<file path="config.mk">
export PLATFORM = sky130hd
export DESIGN_NAME = serial_rx_stat
export DESIGN_NICKNAME = d
export VERILOG_FILES = /design/src/rtl/serrx_pkg.sv /design/src/rtl/serrx_sync.sv /design/src/rtl/serrx_sampler.sv /design/src/rtl/serrx_fifo.sv /design/src/rtl/serial_rx_stat.sv
export SDC_FILE = /design/constraint.sdc
export NUM_CORES = 1
export LEC_CHECK = 0
export ABC_CLOCK_PERIOD_IN_PS = 4400
export BUFFER_PORTS_ARGS = -buffer_cell sky130_fd_sc_hd__clkbuf_2
export CAP_MARGIN = 20
export CORE_MARGIN = 2
export CORE_UTILIZATION = 50
export DETAILED_ROUTE_END_ITERATION = 7
export PLACE_DENSITY = 0.75
export SKIP_LAST_GASP = 1
export SYNTH_ARGS = -nofsm -noshare
export SYNTH_HDL_FRONTEND = slang
export SYNTH_SLANG_ARGS = --single-unit
</file>
<file path="constraint.sdc">
create_clock -name clk -period 4.4 [get_ports clk]
set_input_delay 0.44 -clock clk [delete_from_list [all_inputs] [get_ports clk]]
set_output_delay 0.44 -clock clk [all_outputs]
set_load 0.1 [all_outputs]
</file>
<file path="src/rtl/serrx_pkg.sv">
package serrx_pkg;
    localparam int DATA_W = 8;

    // Frame format codes; decoded by the sampler.
    localparam logic [2:0] FMT_8N = 3'd1;
    localparam logic [2:0] FMT_7P = 3'd3;
    localparam logic [2:0] FMT_8P = 3'd7;

    // One buffer entry; the field order fixes the read word layout.
    typedef struct packed {
        logic              ferr;
        logic              perr;
        logic [DATA_W-1:0] data;
    } rx_word_t;

    localparam int WORD_W = $bits(rx_word_t);

    typedef enum logic [2:0] {
        ST_IDLE,
        ST_START,
        ST_DATA,
        ST_PAR,
        ST_STOP,
        ST_HOLD
    } rx_state_e;
endpackage

</file>
<file path="src/rtl/serrx_sync.sv">
module serrx_sync #(
    parameter int STAGES = 2
) (
    input  logic clk,
    input  logic rst_n,
    input  logic d,
    output logic q
);
    logic [STAGES-1:0] sh_d, sh_q;

    generate
        if (STAGES == 1) begin : g_one
            always_comb sh_d = d;
        end else begin : g_chain
            always_comb sh_d = {sh_q[STAGES-2:0], d};
        end
    endgenerate

    // Reset to the idle-high line level.
    always_ff @(posedge clk or negedge rst_n) begin
        if (!rst_n) sh_q <= '1;
        else        sh_q <= sh_d;
    end

    assign q = sh_q[STAGES-1];
endmodule

</file>
<file path="src/rtl/serrx_sampler.sv">
module serrx_sampler
    import serrx_pkg::*;
#(
    parameter int OVS = 16
) (
    input  logic     clk,
    input  logic     rst_n,
    input  logic     active,
    input  logic     tick,
    input  logic     rx_s,
    input  logic [2:0] fmt,
    input  logic     odd_par,
    output logic     frame_vld,
    output rx_word_t frame_word
);
    localparam int CW = (OVS > 2) ? $clog2(OVS) : 1;
    localparam int BW = $clog2(DATA_W + 1);
    localparam logic [CW-1:0] CNT_MID  = CW'(OVS/2 - 1);
    localparam logic [CW-1:0] CNT_LAST = CW'(OVS - 1);
    localparam logic [BW-1:0] BIT_L8   = BW'(DATA_W - 1);
    localparam logic [BW-1:0] BIT_L7   = BW'(DATA_W - 2);

    typedef struct packed {
        rx_state_e         state;
        logic [CW-1:0]     cnt;
        logic [BW-1:0]     nbit;
        logic [DATA_W-1:0] sh;
        logic              acc;
        logic              seven;
        logic              use_par;
        logic              odd;
        logic              vld;
        rx_word_t          word;
    } smp_t;

    localparam smp_t SMP_RST = '{state: ST_IDLE, default: '0};

    smp_t q, d;

    always_comb begin
        d     = q;
        d.vld = 1'b0;
        if (!active) begin
            d.state = ST_IDLE;
            d.cnt   = '0;
        end else begin
            case (q.state)
                ST_IDLE: begin
                    if (tick && !rx_s) begin
                        d.state = ST_START;
                        d.cnt   = '0;
                    end
                end
                ST_START: begin
                    if (tick) begin
                        if (q.cnt == CNT_MID) begin
                            d.cnt = '0;
                            if (!rx_s) begin
                                d.state   = ST_DATA;
                                d.seven   = (fmt == FMT_7P);
                                d.use_par = (fmt == FMT_7P) || (fmt == FMT_8P);
                                d.odd     = odd_par;
                                d.nbit    = '0;
                                d.acc     = 1'b0;
                                d.sh      = '0;
                            end else begin
                                d.state = ST_IDLE;
                            end
                        end else begin
                            d.cnt = q.cnt + 1'b1;
                        end
                    end
                end
                ST_DATA: begin
                    if (tick) begin
                        if (q.cnt == CNT_LAST) begin
                            d.cnt  = '0;
                            d.sh   = {rx_s, q.sh[DATA_W-1:1]};
                            d.acc  = q.acc ^ rx_s;
                            d.nbit = q.nbit + 1'b1;
                            if (q.nbit == (q.seven ? BIT_L7 : BIT_L8))
                                d.state = q.use_par ? ST_PAR : ST_STOP;
                        end else begin
                            d.cnt = q.cnt + 1'b1;
                        end
                    end
                end
                ST_PAR: begin
                    if (tick) begin
                        if (q.cnt == CNT_LAST) begin
                            d.cnt   = '0;
                            d.acc   = q.acc ^ rx_s;
                            d.state = ST_STOP;
                        end else begin
                            d.cnt = q.cnt + 1'b1;
                        end
                    end
                end
                ST_STOP: begin
                    if (tick) begin
                        if (q.cnt == CNT_LAST) begin
                            d.cnt       = '0;
                            d.vld       = 1'b1;
                            d.word.ferr = !rx_s;
                            d.word.perr = q.use_par & (q.acc ^ q.odd);
                            d.word.data = q.seven ? {1'b0, q.sh[DATA_W-1:1]} : q.sh;
                            d.state     = rx_s ? ST_IDLE : ST_HOLD;
                        end else begin
                            d.cnt = q.cnt + 1'b1;
                        end
                    end
                end
                ST_HOLD: begin
                    if (rx_s) d.state = ST_IDLE;
                end
                default: d.state = ST_IDLE;
            endcase
        end
    end

    always_ff @(posedge clk or negedge rst_n) begin
        if (!rst_n) q <= SMP_RST;
        else        q <= d;
    end

    assign frame_vld  = q.vld;
    assign frame_word = q.word;
endmodule

</file>
<file path="src/rtl/serrx_fifo.sv">
module serrx_fifo #(
    parameter int DEPTH = 16,
    parameter int W     = 10
) (
    input  logic         clk,
    input  logic         rst_n,
    input  logic         clr,
    input  logic         push,
    input  logic [W-1:0] din,
    input  logic         pop,
    output logic [W-1:0] head,
    output logic         nonempty,
    output logic         half,
    output logic         full,
    output logic         ovr
);
    // DEPTH must be a power of two so the pointers wrap on their own.
    localparam int PW   = (DEPTH > 1) ? $clog2(DEPTH) : 1;
    localparam int CNTW = PW + 1;
    localparam logic [CNTW-1:0] CNT_FULL = CNTW'(DEPTH);
    localparam logic [CNTW-1:0] CNT_HALF = CNTW'(DEPTH/2);

    typedef struct packed {
        logic [PW-1:0]   wp;
        logic [PW-1:0]   rp;
        logic [CNTW-1:0] cnt;
        logic            ovr;
    } fifo_t;

    fifo_t q, d;
    logic [W-1:0] mem_q [DEPTH];
    logic [W-1:0] mem_d [DEPTH];
    logic do_pop, do_push;

    always_comb begin
        d       = q;
        mem_d   = mem_q;
        do_pop  = pop && (q.cnt != '0);
        do_push = push && ((q.cnt != CNT_FULL) || do_pop);
        if (clr) begin
            d = '0;
        end else begin
            if (do_pop) d.rp = q.rp + 1'b1;
            if (do_push) begin
                mem_d[q.wp] = din;
                d.wp        = q.wp + 1'b1;
            end
            case ({do_push, do_pop})
                2'b10:   d.cnt = q.cnt + 1'b1;
                2'b01:   d.cnt = q.cnt - 1'b1;
                default: d.cnt = q.cnt;
            endcase
            if (push && !do_push) d.ovr = 1'b1;
            else if (do_pop)      d.ovr = 1'b0;
        end
    end

    always_ff @(posedge clk or negedge rst_n) begin
        if (!rst_n) begin
            q <= '0;
            for (int i = 0; i < DEPTH; i++) mem_q[i] <= '0;
        end else begin
            q     <= d;
            mem_q <= mem_d;
        end
    end

    assign nonempty = (q.cnt != '0);
    assign head     = nonempty ? mem_q[q.rp] : '0;
    assign half     = (q.cnt >= CNT_HALF);
    assign full     = (q.cnt == CNT_FULL);
    assign ovr      = q.ovr;
endmodule

</file>
<file path="src/rtl/serial_rx_stat.sv">
module serial_rx_stat
    import serrx_pkg::*;
#(
    parameter int OVS         = 16,
    parameter int DEPTH       = 16,
    parameter int SYNC_STAGES = 2
) (
    input  logic        clk,
    input  logic        rst_n,
    input  logic        rx_in,
    input  logic        tick,
    input  logic [2:0]  fmt,
    input  logic        odd_par,
    input  logic        rx_en,
    input  logic        run,
    input  logic        fifo_clr,
    input  logic        rd_stb,
    output logic [9:0]  rd_word,
    output logic        stat_nonempty,
    output logic        stat_half,
    output logic        stat_ovr,
    output logic        rx_irq
);
    logic     rx_s;
    logic     active;
    logic     frame_vld;
    rx_word_t frame_word;
    logic     fifo_full;
    logic [WORD_W-1:0] head;

    assign active = rx_en & run;

    serrx_sync #(.STAGES(SYNC_STAGES)) u_sync (
        .clk   (clk),
        .rst_n (rst_n),
        .d     (rx_in),
        .q     (rx_s)
    );

    serrx_sampler #(.OVS(OVS)) u_smp (
        .clk        (clk),
        .rst_n      (rst_n),
        .active     (active),
        .tick       (tick),
        .rx_s       (rx_s),
        .fmt        (fmt),
        .odd_par    (odd_par),
        .frame_vld  (frame_vld),
        .frame_word (frame_word)
    );

    serrx_fifo #(.DEPTH(DEPTH), .W(WORD_W)) u_fifo (
        .clk      (clk),
        .rst_n    (rst_n),
        .clr      (fifo_clr),
        .push     (frame_vld),
        .din      (frame_word),
        .pop      (rd_stb),
        .head     (head),
        .nonempty (stat_nonempty),
        .half     (stat_half),
        .full     (fifo_full),
        .ovr      (stat_ovr)
    );

    assign rd_word = head;
    assign rx_irq  = stat_nonempty | stat_ovr;
endmodule

</file>
# Word level (Yosys, flattened, before mapping)

Index checks and enable logic that the tools add are counted.

Bits in registers: 210
Input bits: 12
Logic and storage cells: 153

Muxes and demuxes: 45
Add/subtract/negate cells: 6
Reductions and logical operators: 24
Magnitude comparators: 4
Bitwise gates (word level): 9
Equal/unequal tests: 32

Operators by type and width:

| operator                                                              | count |
|---|---|
| 160-bit bitwise mux                                                   | 1 |
| 11-bit two-way mux                                                    | 4 |
| 10-bit binary-select mux with 4-bit select                            | 1 |
| 10-bit demux with 4-bit select                                        | 1 |
| 10-bit two-way mux                                                    | 4 |
| 3-bit inequality test, second input constant                          | 11 |
| 16-bit two-way mux                                                    | 2 |
| 7-bit two-way mux                                                     | 4 |
| 3-bit two-way mux                                                     | 8 |
| 12-bit one-hot mux with 2 select lines                                | 1 |
| 23-bit two-way mux                                                    | 1 |
| 20-bit two-way mux                                                    | 1 |
| 4-bit one-hot mux with 5 select lines                                 | 1 |
| 3-bit one-hot mux with 6 select lines                                 | 1 |
| 4-bit by 1-bit adder with 4-bit output, second input constant         | 4 |
| 4-bit two-way mux                                                     | 4 |
| 14-bit two-way mux                                                    | 1 |
| 13-bit two-way mux                                                    | 1 |
| 11-bit AND reduction                                                  | 1 |
| 5-bit greater-or-equal comparator, second input constant              | 2 |
| 4-bit inverter with 5-bit output                                      | 2 |
| 5-bit one-hot mux with 2 select lines                                 | 1 |
| 3-bit by 2-bit equality test with 1-bit output, second input constant | 3 |
| 3-bit equality test, second input constant                            | 3 |
| other kinds (35)                                                      | 57 |

# Depth between registers and ports, before layout

Depth after elaboration: 8
Gate-level depth with buffers: 10
Mapped depth without buffers: 9

# Hierarchy

A second synthesis with hierarchy kept.

Cells, all modules: 729
Area, all modules: 10,095.9 um^2

Modules (own cells, without submodules):

| module         | instances | cells an instance | area each (um^2) |
|---|---|---|---|
| serrx_fifo     | 1         | 545               | 8,256.7 |
| serrx_sampler  | 1         | 180               | 1,774.2 |
| serrx_sync     | 1         | 2                 | 52.6 |
| serial_rx_stat | 1         | 2                 | 12.5 |

# Worst setup path before layout

No wires, ideal clock.

Kind: register -> output
From: register u_fifo.q[3] in the netlist's numbering
To: output port rd_word[0]
Cell stages (with the launch flop): 5
Path buffers: 1
Data arrival time: 2.531 ns
Slack: 1.429 ns
Path through: dfrtp_1 nor4_4 nand2_1 clkbuf_1 and2_1

Cells in the longest elaborated chain, start to end: 2

Ends and longest elaborated chain:

| element                | line                 | RTL |
|---|---|---|
| from (decl)            | serrx_fifo.sv:30     | `fifo_t q, d;` |
| from (signal assigned) | serrx_fifo.sv:60     | `q <= '0;` |
| from (signal assigned) | serrx_fifo.sv:63     | `q <= d;` |
| 5-bit nonzero test     | serrx_fifo.sv:68     | `assign nonempty = (q.cnt != '0);` |
| via stat_nonempty      | serial_rx_stat.sv:19 | `output logic stat_nonempty,` |
| 10-bit two-way mux     | serrx_fifo.sv:69     | `assign head = nonempty ? mem_q[q.rp] : '0;` |
| to (decl)              | serial_rx_stat.sv:18 | `output logic [9:0] rd_word,` |

The timed path passes the listed nets, and every way through them passes these cells.

# Worst setup path in the final report

From: register u_fifo.q[6] in the netlist's numbering
To: output port rd_word[6]

Cells in the longest elaborated chain, start to end: 5

Ends and longest elaborated chain:

| element                                                | line |
|---|---|
| 4-bit inverter with 5-bit output (not written as such) | serrx_fifo.sv:69 |
| 10-bit binary-select mux with 4-bit select             | serrx_fifo.sv:69 |
| 10-bit two-way mux (not written as such) (2 in a row)  | serrx_fifo.sv:69 |
| 10-bit two-way mux                                     | serrx_fifo.sv:69 |

No other way between the ends. The select of a mux whose other input is x is not followed.

==> impl_metrics.env <==
export IMPL_status="completed"
export IMPL_numClockSinks=210
export IMPL_cts_made_buffers=24
export IMPL_dieArea_mm2=0.0215
export IMPL_initialDrtViolationCount=350
export IMPL_wirelength_um=21200
export IMPL_syn_instance_count=725
export IMPL_async_reset_ff_frac=1.00
export IMPL_drt_pass1_iter_count=4
export IMPL_layout_filler_cells=1537
export IMPL_max_stage_delay_ns=0.67
export IMPL_power_leakage_nw=5.25
export IMPL_gr_total_overflow=0
export IMPL_yosysWarningCount=0
export IMPL_timing_critical_path_required_ns=3.96
export IMPL_die_w_um=147
export IMPL_grt_first_pass_wirelength_um=34700
export IMPL_critical_path_buf_inv_count=2
export IMPL_critical_path_top_cell_by_count="mux4_2"
export IMPL_post_synth_num_cell_types=58
export IMPL_ys_ff_latch=210
export IMPL_vias=6001
export IMPL_clock_tree_htree_level_count=1
export IMPL_path_cells="buf_12 -> mux4_2 -> mux4_2 -> and2_1 -> clkbuf_2"
export IMPL_timing_setup_critical_path_class="reg2out"
export IMPL_grt_busiest_layer="met2"
export IMPL_synth_area_mm2=0.0102
export IMPL_antenna_violations_before_repair=0
export IMPL_worst_setup_path_end_kind="output port"
export IMPL_io_buffer_count=25
export IMPL_critical_path_top_delay_family="multiplexers"
export IMPL_final_setup_viol_count=0
export IMPL_synth_area_leader_cell="dfrtp_1"
export IMPL_post_route_min_period_ns=3.56
export IMPL_boundaryPins=26
export IMPL_clock_fmax_mhz=281
export IMPL_layout_drive_gt1_share=0.405
export IMPL_grt_start_max_net_pins=132
export IMPL_drt_drc_violations_left=0
export IMPL_hold_path_endpoint="u_sync.sh_q[0]$_DFF_PN1_"
export IMPL_tightest_pin_transition_ns=0.861
export IMPL_endpoint_of_the_most_critical_register_to_register_path="u_fifo.q[5]$_DFFE_PN0P_"
export IMPL_grt_util_met2=0.356
export IMPL_timing_reg2reg_worst_path_depth=9
export IMPL_critical_path_slowest_cell="dfrtp_2"
export IMPL_rrSetupSlack_ns=1.73
export IMPL_worstSkewPairLatency_ns=0.53
export IMPL_post_cts_setup_buffer_count=0
export IMPL_floorplan_rows=52
export IMPL_totalNegativeSetupSlack_ns=0
export IMPL_synth_common_cells="208 x dfrtp_1, 123 x mux2_2, 55 x nand2_1"
export IMPL_reg2reg_from="u_fifo.q[2]$_DFFE_PN0P_"
export IMPL_hold_path_startpoint="rx_in"
export IMPL_routabilityCongestion=0.793
export IMPL_dp_hpwl_um=13100
export IMPL_finalHoldViolations=0
export IMPL_ys_top_cells_by_area="dfrtp_1 51%, mux2_2 14%, mux4_2 11%, mux2_4 5.9%, nand2_1 2.0%"
export IMPL_cts_max_path_buffers=3
export IMPL_avgSynthCellArea_um2=14.0
export IMPL_netlist_area_leader_share=0.511
export IMPL_die_extent_in_y_um=147
export IMPL_report_final_slew_viol_count=0
export IMPL_number_of_nets_in_the_synthesized_netlist=746
export IMPL_worstSetupStartpointType="flop"
export IMPL_layout_setup_ws_ns=0.841
export IMPL_number_of_enable_type_register_cells_in_the_synthesized_netlist=0
export IMPL_power_per_cell_area_mw_per_mm2=405
export IMPL_grt_met3_usage=0.0252
export IMPL_cap_viol_max_count=0
export IMPL_worst_ep_arrival_time_ns=3.12
export IMPL_worstHoldPathCells=1
export IMPL_yosysMostFrequentCell="dfrtp_1"
export IMPL_wl_per_cell_um=20.6
export IMPL_final_core_utilization=0.561
export IMPL_via_count_of_the_first_global_routing_pass=6256
export IMPL_vias_per_cell=5.84
export IMPL_core_area_mm2=0.0201
export IMPL_instances_no_fill=1028
export IMPL_placed_cells_incl_taps=983
export IMPL_areaGrowthSynthToFinish_pct=10.8
export IMPL_design_final_nets=762
export IMPL_clock_skew_ns=0.0254
export IMPL_tritoncts="done"
export IMPL_hold_class="in2reg"
export IMPL_final_min_period_over_clock_period=0.809
export IMPL_initial_utilization=0.506
export IMPL_grt_total_usage=0.204
export IMPL_synth_flop_cell="dfrtp_1"
export IMPL_vdd_ir_drop_worst_uv=253
export IMPL_worstPathMaxFanout=30
export IMPL_dp_worst_setup_slack_ns=1.35
export IMPL_grt_setup_unrepaired="false"
export IMPL_antennaDiodeCount=0
export IMPL_met1_usage=0.272
export IMPL_yosysSeqAreaShare=0.516
export IMPL_cts_clk_slew_worst_paths_ns=0.06
export IMPL_max_slew_margin_vs_limit=0.426
export IMPL_clock_tree_root_driver_cell="clkbuf_16"
export IMPL_ant_nets=0
export IMPL_report_power_total_mw=4.57
registers in the layout, summed over array words and instances, names as in the netlist:
register and count:
u_smp.q 23, u_fifo.q 13, u_smp.frame_vld 1, u_fifo.mem_q 160, u_sync.sh_q 2, u_fifo.ovr 1
u_smp.frame_word 10
cell usage in the layout (no fill, tap or decap), drive strengths merged, types with 2 or more instances in the layout:
master | netlist | routed
a21oi | 10 | 10
dfrtp | 208 | 208
nand2b | 7 | 7
a32o | 2 | 2
nand3b | 2 | 2
nor4 | 2 | 2
ha | 9 | 9
xnor2 | 5 | 5
inv | 10 | 11
and3 | 5 | 5
nor3 | 3 | 3
mux2i | 10 | 10
clkbuf | 32 | 57
dfstp | 2 | 2
o21ai | 32 | 32
mux2 | 163 | 163
clkinv | 0 | 10
buf | 9 | 5
a32oi | 2 | 2
xor2 | 7 | 7
mux4 | 50 | 50
nor2 | 31 | 31
o31ai | 2 | 2
o22ai | 4 | 4
or2 | 3 | 3
nand2 | 59 | 59
and2 | 13 | 13
nor2b | 3 | 3
o21a | 2 | 2
o2111ai | 2 | 2
nand3 | 18 | 18
worst max path at each step:
stage | start | to | slack, ns | depth (start not counted)
2_1_floorplan | u_fifo.q[3]$_DFFE_PN0P_ | rd_word[0] | 1.43 | 4
3_3_place_gp | u_fifo.q[6]$_DFFE_PN0P_ | rd_word[6] | 1.38 | 5
3_5_place_dp | u_fifo.q[6]$_DFFE_PN0P_ | rd_word[6] | 1.35 | 5
4_1_cts | u_fifo.q[6]$_DFFE_PN0P_ | rd_word[6] | 0.80 | 5
5_1_grt | u_fifo.q[6]$_DFFE_PN0P_ | rd_word[6] | 0.68 | 5
6_report | u_fifo.q[6]$_DFFE_PN0P_ | rd_word[6] | 0.84 | 5
per-layer routing:
| metal | share of wire | vias to the layer above |
|---|---|---|
| met1 | 0.42 | 3134 |
| met2 | 0.51 | 151 |
| li1 | - | 2679 |
| met3 | 0.044 | 37 |
| met5 | 0 | - |
| met4 | 0.021 | 0 |
cells by family after synthesis:
| family | after synthesis | share of synthesized area |
|---|---|---|
| AOI/OAI and AO/OA | 69 | 0.0422 |
| adders and majority gates | 9 | 0.0111 |
| buffers and inverters | 51 | 0.0226 |
| and+or+nand+nor | 151 | 0.0820 |
| DFF | 210 | 0.516 |
| xor gates and xnor gates | 12 | 0.0103 |
| muxes | 223 | 0.315 |
cell type report:
| type | instances | area (µm²) | share of cell area |
|---|---|---|---|
| Tap cell | 270 | 338 | 0.0299 |
| Sequential cell | 210 | 5260 | 0.466 |
| Clock inverter | 11 | 77.6 | 0.00688 |
| Clock buffer | 32 | 651 | 0.0577 |
| Timing Repair Buffer | 31 | 226 | 0.0201 |
| Multi-Input combinational cell | 464 | 4690 | 0.416 |
| Inverter | 10 | 37.5 | 0.00333 |
stage by stage:
stage | instance area, µm² | hold slack (ns)
2_1_floorplan | 10200 | 0.144
3_3_place_gp | 10500 | 0.349
3_5_place_dp | 10500 | 0.351
4_1_cts | 11200 | 0.00108
5_1_grt | 11300 | 0.0155
6_report | 11300 | 0.0180
timing repair:
| item | CTS | global route |
|---|---|---|
| gates resized for setup | 0 | 0 |
| endpoints found under the hold margin | 0 | 17 |
| hold buffers | 0 | 1 |
power by group:
group / internal (mW) / leakage, nW / total, mW / switching [mW]
Clock: 1.05 / 0.364 / 1.82 / 0.777
Sequential: 1.96 / 2.92 / 2.01 / 0.0572
Combinational: 0.213 / 1.97 / 0.739 / 0.526
Total: 3.22 / 5.25 / 4.57 / 1.36
Note: power is estimated with default switching activity, not from simulation.
